===== src/rtl/defer_pkg.sv =====
package defer_pkg;

  typedef enum logic [1:0] {
    DF_WAIT  = 2'd0,
    DF_GAP   = 2'd1,
    DF_READY = 2'd2,
    DF_BUSY  = 2'd3
  } defer_state_e;

  // True while carrier sense may still abandon the gap.
  function automatic logic watch_open(input int unsigned elapsed,
                                      input int unsigned watch_len);
    return (elapsed < watch_len);
  endfunction

  // True once the full gap has been counted.
  function automatic logic gap_met(input int unsigned elapsed,
                                   input int unsigned gap_len);
    return (elapsed >= gap_len);
  endfunction

endpackage


===== src/rtl/defer_gap_counter.sv =====
module defer_gap_counter
  import defer_pkg::*;
#(
  parameter int unsigned GAP_BITS = 96,
  parameter int unsigned CNT_W    = 7
) (
  input  logic             clk,
  input  logic             rst_n,
  input  logic             clear,
  input  logic             run,
  input  logic             bit_tick,
  output logic [CNT_W-1:0] cnt,
  output logic             gap_done
);

  logic step;

  assign gap_done = gap_met(32'(cnt), GAP_BITS);
  assign step     = run && bit_tick && !gap_done;

  always_ff @(posedge clk) begin
    if (!rst_n)      cnt <= '0;
    else if (clear)  cnt <= '0;
    else if (step)   cnt <= cnt + CNT_W'(1);
  end

  a_r7_hold_without_tick: assert property (@(posedge clk) disable iff (!rst_n)
    (run && !clear && !bit_tick) |=> $stable(cnt));

  a_r3_cnt_bounded: assert property (@(posedge clk) disable iff (!rst_n)
    32'(cnt) <= GAP_BITS);

endmodule


===== src/rtl/defer_ctrl_fsm.sv =====
module defer_ctrl_fsm
  import defer_pkg::*;
#(
  parameter int unsigned WATCH_BITS = 60,
  parameter int unsigned CNT_W      = 7
) (
  input  logic             clk,
  input  logic             rst_n,
  input  logic             full_duplex,
  input  logic             crs,
  input  logic             tx_pend,
  input  logic             tx_start,
  input  logic             tx_end,
  input  logic [CNT_W-1:0] cnt,
  input  logic             gap_done,
  output logic             clear,
  output logic             run,
  output logic             tx_permit
);

  defer_state_e st, st_nx;

  // Named internal events
  logic in_watch;
  logic line_quiet;
  logic crs_restart;
  logic frame_taken;
  logic idle_sense;
  logic frame_over;

  assign in_watch    = watch_open(32'(cnt), WATCH_BITS);
  assign line_quiet  = full_duplex || !crs;
  assign crs_restart = (st == DF_GAP) && !full_duplex && crs && in_watch;
  assign frame_taken = (st == DF_READY) && tx_pend && tx_start;
  assign idle_sense  = (st == DF_READY) && !tx_pend && !full_duplex && crs;
  assign frame_over  = (st == DF_BUSY) && tx_end;

  always_comb begin
    st_nx = st;
    unique case (st)
      DF_WAIT:  if (line_quiet) st_nx = DF_GAP;
      DF_GAP: begin
        if (crs_restart)   st_nx = DF_WAIT;
        else if (gap_done) st_nx = DF_READY;
      end
      DF_READY: begin
        if (frame_taken)     st_nx = DF_BUSY;
        else if (idle_sense) st_nx = DF_WAIT;
      end
      DF_BUSY:  if (frame_over) st_nx = DF_WAIT;
      default:  st_nx = DF_WAIT;
    endcase
  end

  always_ff @(posedge clk) begin
    if (!rst_n) st <= DF_WAIT;
    else        st <= st_nx;
  end

  assign clear     = (st == DF_WAIT) || (st == DF_BUSY);
  assign run       = (st == DF_GAP);
  assign tx_permit = (st == DF_READY) && tx_pend;

  a_r2_no_count_while_waiting: assert property (@(posedge clk) disable iff (!rst_n)
    (st == DF_WAIT) |=> (cnt == '0));

  a_r4_restart_clears_count: assert property (@(posedge clk) disable iff (!rst_n)
    crs_restart |=> ##1 (cnt == '0));

  a_r5_late_crs_ignored: assert property (@(posedge clk) disable iff (!rst_n)
    ((st == DF_GAP) && crs && !in_watch) |=> (st != DF_WAIT));

  a_r6_fd_never_defers: assert property (@(posedge clk) disable iff (!rst_n)
    (full_duplex && (st == DF_GAP)) |=> (st != DF_WAIT));

  a_r8_permit_drops: assert property (@(posedge clk) disable iff (!rst_n)
    (tx_permit && tx_start) |=> !tx_permit);

  a_r9_busy_until_end: assert property (@(posedge clk) disable iff (!rst_n)
    ((st == DF_BUSY) && !tx_end) |=> !tx_permit);

endmodule


===== src/rtl/hdx_tx_defer.sv =====
module hdx_tx_defer
  import defer_pkg::*;
#(
  parameter int unsigned GAP_BITS   = 96,
  parameter int unsigned WATCH_BITS = 60
) (
  input  logic clk,
  input  logic rst_n,
  input  logic bit_tick,
  input  logic full_duplex,
  input  logic crs,
  input  logic tx_pend,
  input  logic tx_start,
  input  logic tx_end,
  output logic tx_permit
);

  localparam int unsigned CNT_W = $clog2(GAP_BITS + 1);

  logic [CNT_W-1:0] gap_cnt;
  logic             gap_done;
  logic             cnt_clear;
  logic             cnt_run;

  defer_gap_counter #(
    .GAP_BITS (GAP_BITS),
    .CNT_W    (CNT_W)
  ) u_cnt (
    .clk      (clk),
    .rst_n    (rst_n),
    .clear    (cnt_clear),
    .run      (cnt_run),
    .bit_tick (bit_tick),
    .cnt      (gap_cnt),
    .gap_done (gap_done)
  );

  defer_ctrl_fsm #(
    .WATCH_BITS (WATCH_BITS),
    .CNT_W      (CNT_W)
  ) u_fsm (
    .clk         (clk),
    .rst_n       (rst_n),
    .full_duplex (full_duplex),
    .crs         (crs),
    .tx_pend     (tx_pend),
    .tx_start    (tx_start),
    .tx_end      (tx_end),
    .cnt         (gap_cnt),
    .gap_done    (gap_done),
    .clear       (cnt_clear),
    .run         (cnt_run),
    .tx_permit   (tx_permit)
  );

  a_r3_permit_after_gap: assert property (@(posedge clk) disable iff (!rst_n)
    $rose(tx_permit) |-> gap_done);

  a_r10_permit_needs_pend: assert property (@(posedge clk) disable iff (!rst_n)
    tx_permit |-> tx_pend);

endmodule


===== config.mk =====
export PLATFORM = sky130hd
export DESIGN_NAME = hdx_tx_defer
export DESIGN_NICKNAME = d
export VERILOG_FILES = /design/src/rtl/defer_pkg.sv /design/src/rtl/defer_gap_counter.sv /design/src/rtl/defer_ctrl_fsm.sv /design/src/rtl/hdx_tx_defer.sv
export SDC_FILE = /design/constraint.sdc
export NUM_CORES = 1
export LEC_CHECK = 0
export ABC_AREA = 1
export BUFFER_PORTS_ARGS = -buffer_cell sky130_fd_sc_hd__buf_4
export CAP_MARGIN = 20
export CORE_AREA = 2 2 39 41
export CTS_CLUSTER_DIAMETER = 80
export DETAILED_ROUTE_END_ITERATION = 10
export DIE_AREA = 0 0 41 43
export PLACE_DENSITY = 0.7
export SLEW_MARGIN = 20
export SYNTH_ARGS = -nofsm -noshare
export SYNTH_HDL_FRONTEND = slang
export SYNTH_SLANG_ARGS = --single-unit

===== constraint.sdc =====
create_clock -name clk -period 1.3 [get_ports clk]
set_input_delay 0.13 -clock clk [delete_from_list [all_inputs] [get_ports clk]]
set_output_delay 0.13 -clock clk [all_outputs]
set_load 0.01 [all_outputs]

==> results of run 1 <==
==> Yosys cell counts <==
cell type / count
nor3_4: 1
bufinv_8: 1
nand2_1: 21
nand3b_1: 1
xor2_1: 1
a21oi_1: 5
inv_1: 11
nand2_2: 2
o21ai_1: 2
nand3_1: 4
nor2_1: 12
a21boi_0: 1
o21ai_0: 2
dfxtp_1: 9
ha_1: 6
nand3_4: 1
inv_2: 3
==> critical path: cells and delay by family, from the launching register on <==
family	cells	cell delay, ns
flops	1	0.33
compound gates	1	0.13
fa+ha+maj	1	0.17
buf+inv	1	0.08
simple gates	4	0.45
==> worst paths after layout <==
path / end / depth (start not counted)
worst max-delay path: u_cnt.cnt[5] / 7
worst min-delay path: u_fsm.st[0] / 3
worst max register to register: u_cnt.cnt[5] / 7
worst min register to register: u_cnt.cnt[4] / 2
==> layout make-up <==
type | count | area share
inverters | 15 | 0.09091
well taps | 16 | 0.02597
flip-flops and latches | 9 | 0.2403
repair buffers | 13 | 0.1266
multi-input cells | 59 | 0.4821
clock buffers | 4 | 0.03409
==> sequential cells by signal, indices dropped and copies added (netlist names) <==
signal and cells:
u_fsm.st 2, u_cnt.cnt 7
==> per-stage QoR <==
stage / cell area [sq um] / utilization / hold WS [ns] / instances
detailed placement: 671.9 / 0.4855 / 0.3802 / 108
global route: 770.7 / 0.5570 / 0.1098 / 116
CTS: 701.9 / 0.5072 / 0.1013 / 112
finish: 770.7 / 0.5570 / 0.1063 / 116
global placement: 671.9 / 0.4855 / 0.3705 / 108
floorplan: 584.3 / - / 0.2505 / 83
==> routing by layer <==
metal	up-vias	part of all wire	global-route usage
li1	288	-	-
met5	-	0	0
met2	17	0.47	0.2000
met4	0	0.032	0.1200
met1	224	0.42	0.1776
met3	4	0.072	0.04712
==> power groups by stage <==
stage / Combinational, mW / Sequential (mW) / Clock, mW
6_report: 0.587 / 0.363 / 0.217
5_1_grt: 0.671 / 0.365 / 0.234
4_1_cts: 0.468 / 0.345 / 0.224
3_5_place_dp: 0.461 / 0.347 / 0
3_3_place_gp: 0.460 / 0.344 / 0
2_1_floorplan: 0.344 / 0.340 / 0
==> logic make-up (layout without fill, tap and decap cells) <==
logic type	count (synthesis)	in the layout	synth area share
AOI/OAI and AO/OA	10	10	0.08994
xor gates and xnor gates	1	1	0.01499
adders and majority gates	6	6	0.1285
buffers and inverters	15	32	0.1199
DFF	9	9	0.3083
and+or+nand+nor	42	42	0.3383
==> cell usage in the layout, fill, tap and decap left out, drive strengths merged <==
cell and instances:
nor2 12, ha 6, bufinv 1, dfxtp 9, a21oi 5, nand3 5, xor2 1, o21ai 4
nand3b 1, buf 13, nand2 23, nor3 1, inv 14, a21boi 1, clkbuf 4
==> timing repair <==
item                                    CTS  global route
setup buffers                             0             4
hold buffers                              0             0
resized for setup                         2            14
pin swaps                                 0            12
endpoints found under the setup margin    2             8
==> results by group, run 1 <==
Status
  – Outcome: finished, final reports clean

Detailed routing
  – # DRC: 0
  – Post-DR wirelength/cell: 9.647 microns
  – Initial DRC Count: 9
  – Drt total wl: 1119 microns
  – DRT Pass-1 Iters: 5
  – Via count: 533
  – Antenna viol nets, final: 0
  – Vias per cell: 4.595

Timing
  – Rel. slew slack: 0.8850
  – Clk_skew: 0.003100 ns
  – Count of final max-slew check failures: 0
  – Min Tclk post-route: 1.261 ns
  – Fmax: around 790 MHz
  – Final WS setup: 0.03934 ns
  – Setup TNS: 0 ns
  – Fin. Hold Viols: 0
  – Period utilization: 0.9697
  – Worst Tran Pin Value: 0.1722 ns
  – Final setup vio count: 0
  – RSZ-0062 raised after global routing: yes

Worst setup path
  – Slack of the worst reg-to-reg path: 0.04 ns
  – Worst setup SP type: flip-flop
  – R2r startpoint: u_fsm.st[1]
  – CP max FO: 3
  – WP data required: 1.46 ns
  – Worst setup EP type: flip-flop
  – Slowest stage delay, CP: about 0.33 ns
  – Worst path cell trace: inv_2 -> ha_4 -> nand3_4 -> nor3_4 -> nand2_1 -> o21ai_1 -> nor2_1
  – Slowest-stage cell, CP: dfxtp_2
  – Setup crit start: u_fsm.st[1]
  – Critical Setup Path Class: reg -> reg
  – Worst Path Arrival: 1.42 ns

Power
  – Internal power: 0.7242 mW
  – Pwr dens: 1515 mW/mm^2
  – Comb pwr share: 0.503
  – Net Sw Power: 0.4434 mW
  – Switching Share: 0.3798
  – Clock Power Share: 0.186
  – Total Power Consumption: 1.168 mW
  – Leakage: 0.3677 nW
  – Sequential power share: 0.311
  – Max VDD drop: 0.7833 mV

Clock tree
  – CTS H-tree depth: 1
  – Inserted Clock Buffers: 3
  – TritonCTS clock tree: yes
  – Clock-pin slew on the worst setup and hold paths: about 0.06 ns
  – CTS Buffer Depth: 2
  – Sink Count: 9
  – Root Driver: clkbuf_4
  – Worst-skew pair later-pin latency: approximately 0.26 ns

Synth
  – Largest area contributor in the netlist: dfxtp_1
  – Synth Instances: just over 80
  – Post-Synthesis Cell Area: 584.3 sq um
  – Synth top area share: 0.3084
  – Ys Warns: 0
  – Syn_nets: 97
  – Synth Register Bits: 9
  – Synth top area cells: dfxtp_1, nand2_1, ha_1
  – Yosys cell types: 17
  – Post-synthesis sequential area ratio: 0.3084
  – Synth Area per Inst: 7.040 sq um

Global route
  – Initial antenna violation count: 0
  – Tot GR Track Use: 0.1466
  – Vias in the first global route: 433
  – First-pass GRT wire length: approximately 1600 microns
  – Largest net degree at the start of global routing: 7
  – Total grt overflow: 0

Finish
  – Area delta synth->final: 31.91%
  – Area of the multi-input gates: around 370 sq um
  – FF+latch area: 185.2 sq um
  – Net count, final: between 100 and 150
  – Layout cells sized above 1: 0.3700
  – Ant. Diodes: 0
  – Fill cell count: 132

Floorplanning
  – Core box area: 0.001384 sq mm
  – Initial core utilization: 0.4222
  – DIE AREA: between 0.0015 and 0.002 sq mm
  – Row cnt: 14
  – Die Span Y: 43 microns
  – Die width: 41 microns
  – IO Pins: 9

Worst hold path
  – Hold Path Class: in -> reg
  – Worst hold start: rst_n

Run
  – Max-capacitance violation count: 0

Place
  – Post-Place Worst Slack: -0.02249 ns
  – Post-DP HPWL: around 800 microns
  – I/O Buffers: 8
  – RePlAce Congestion: 0.8139
Note: power is estimated with default switching activity, not from simulation.
==> run 2: changes to the inputs <==
==> constraint.sdc (replaced) <==
create_clock -name clk -period 1.1 [get_ports clk]
set_input_delay 0.11 -clock clk [delete_from_list [all_inputs] [get_ports clk]]
set_output_delay 0.11 -clock clk [all_outputs]
set_load 0.01 [all_outputs]
==> results by group, run 2 (synthesis gave the netlist of run 1 again) <==
Clock tree
  – Sink Count: 9 (unchanged)
  – CTS Buffer Depth: 2 (unchanged)
  – Root Driver: clkbuf_4 (unchanged)
  – CTS Hold Bufs: 0 (unchanged)
  – Inserted Clock Buffers: 3 (unchanged)
  – CTS H-tree depth: 1 (unchanged)
  – Worst-skew pair later-pin latency: 0.26 ns (about the same)
  – Clock-pin slew on the worst setup and hold paths: 0.06 ns (about the same)
  – TritonCTS clock tree: yes (unchanged)

Timing
  – Fmax: 772.8 MHz (was 793.2 MHz)
  – Fin. Hold Viols: 0 (unchanged)
  – Final setup vio count: 9 (was 0)
  – RSZ-0062 raised after global routing: yes (unchanged)
  – Count of final max-slew check failures: 0 (unchanged)
  – Min Tclk post-route: 1.294 ns (was 1.261 ns)
  – Rel. slew slack: 0.8790 (was 0.8850)
  – Setup TNS: -0.7940 ns (was 0 ns)
  – Worst Tran Pin Value: 0.1814 ns (was 0.1722 ns)
  – Clk_skew: 0.001046 ns (was 0.003100 ns)
  – Period utilization: 1.176 (was 0.9697)
  – Final WS setup: -0.1940 ns (was 0.03934 ns)

Place
  – Dpl cells: 114 (was 108)
  – I/O Buffers: 8 (unchanged)
  – Placed Area: 739.5 sq um (was 671.9 sq um)
  – Post-DP HPWL: 909.2 microns (was 801.8 microns)
  – Post-Place Worst Slack: -0.1743 ns (was -0.02249 ns)
  – RePlAce Congestion: 0.7534 (was 0.8139)

Floorplanning
  – Row cnt: 14 (unchanged)
  – Initial core utilization: 0.4222 (unchanged)
  – DIE AREA: 0.001763 sq mm (unchanged)
  – Core box area: 0.001384 sq mm (unchanged)
  – Die Span Y: 43 microns (unchanged)
  – Die width: 41 microns (unchanged)
  – IO Pins: 9 (unchanged)

Global route
  – First-pass GRT wire length: 2035 microns (was 1614 microns)
  – Total grt overflow: 0 (unchanged)
  – Tot GR Track Use: 0.1800 (was 0.1466)
  – Largest net degree at the start of global routing: 6 (was 7)
  – Vias in the first global route: 545 (was 433)
  – Initial antenna violation count: 0 (unchanged)

Detailed routing
  – DRT Pass-1 Iters: 2 (was 5)
  – Antenna viol nets, final: 0 (unchanged)
  – Vias per cell: 4.725 (was 4.595)
  – Post-DR wirelength/cell: 10.62 microns (was 9.647 microns)
  – Via count: 567 (was 533)
  – # DRC: 0 (unchanged)
  – Drt total wl: 1274 microns (was 1119 microns)
  – Initial DRC Count: 2 (was 9)

Worst setup path
  – Worst Path Arrival: 1.45 ns (was 1.42 ns)
  – WP data required: 1.26 ns (was 1.46 ns)
  – CP max FO: 4 (was 3)
  – Worst setup EP type: flip-flop (unchanged)
  – R2r startpoint: u_fsm.st[0] (was u_fsm.st[1])
  – Worst setup SP type: flip-flop (unchanged)
  – Slack of the worst reg-to-reg path: -0.19 ns (was 0.04 ns)
  – Setup crit start: u_fsm.st[0] (was u_fsm.st[1])
  – Critical Setup Path Class: reg -> reg (unchanged)

Finish
  – Fin cells: 120 (was 116)
  – Core Util, Final: 0.6130 (was 0.5570)
  – Ant. Diodes: 0 (unchanged)
  – Fin area: 848.3 sq um (was 770.7 sq um)
  – Area delta synth->final: 45.18% (was 31.91%)
  – Net count, final: 119 (was 115)
  – Commonest non-fill, non-tap cells in the layout: nand2_1, buf_4, nor2_1, inv_1, dfxtp_1 (unchanged)
  – Largest register by flop count: u_cnt.cnt (unchanged)
  – Number of flip-flops in the largest register: 7 (unchanged)
  – Largest regs: u_cnt.cnt: 7 flops, u_fsm.st: 2 flops (unchanged)
  – Layout cells sized above 1: 0.4423 (was 0.3700)
  – Commonest non-fill, non-tap cell in the layout: nand2_1 (unchanged)

Run
  – Max-capacitance violation count: 0 (unchanged)

Status
  – Outcome: complete, but fails checks (was finished, final reports clean)
  – Failing checks: negative setup slack

Power
  – Leakage: 0.3954 nW (was 0.3677 nW)
  – Max VDD drop: 1.158 mV (was 0.7833 mV)
  – Pwr dens: 1879 mW/mm^2 (was 1515 mW/mm^2)

Worst hold path
  – Hold Path Class: in -> reg (unchanged)
  – Worst hold start: rst_n (unchanged)
run 2: cell types whose count changed in the layout (fill, tap and decap cells not counted), moves of 2 or more:
| cell | delta |
|---|---|
| o21ai_2 | +2 |
| buf_4 | +2 |
| ha_2 | -2 |
| o21ai_0 | -2 |
| buf_6 | +2 |
| ha_4 | +2 |
run 2: stage by stage:
step                      hold slack (ns)  power (mW)
final                             0.08520       1.594
after global routing              0.07997       1.733
after CTS                         0.08082       1.485
after detailed placement           0.3649       1.096
after global placement             0.3569       1.082
after floorplan                    0.2230      0.8676
run 2: critical path: stages (launching register included):
cell and delay [ns]:
dfxtp_4 0.40, inv_6 0.05, ha_4 0.15, a21boi_2 0.15, a21oi_2 0.14, nand2_2 0.11
nor2_2 0.14, nor2_1 0.05
run 2: layout make-up:
cell class              count  area (sq um)
clock buffers               4         26.28
inverters                  15         77.57
repair buffers             17         135.1
fillers                   134         535.5
flip-flops and latches      9         187.7
multi-input cells          59         401.6
well taps                  16         20.02
run 2: what timing repair did:
action / 4_1_cts / 5_1_grt
cloned: 0 / 0
setup endpoints to repair: 10 / 10
resized for setup: 15 / 7
buffers inserted: 1 / 1
pin swaps: 5 / 3
run 2: final timing paths:
kind,end,cells after the start
min,u_fsm.st[1],3
max reg2reg,u_fsm.st[1],7
min reg2reg,u_cnt.cnt[1],2
max,u_fsm.st[1],7
run 2: report_power, final:
group,internal (mW),total (mW),switching (mW)
clock,0.140,0.261,0.120
sequential,0.390,0.468,0.0779
combinational,0.429,0.865,0.436
total,0.960,1.59,0.634
run 2: per-layer routing:
layer,wire (microns),part of all wire,up-vias,GRT usage
met5,0,0,-,0
met3,36,0.028,7,0.03141
met4,69,0.054,0,0.1600
li1,-,-,296,-
met2,668,0.52,12,0.2781
met1,499,0.39,252,0.1941
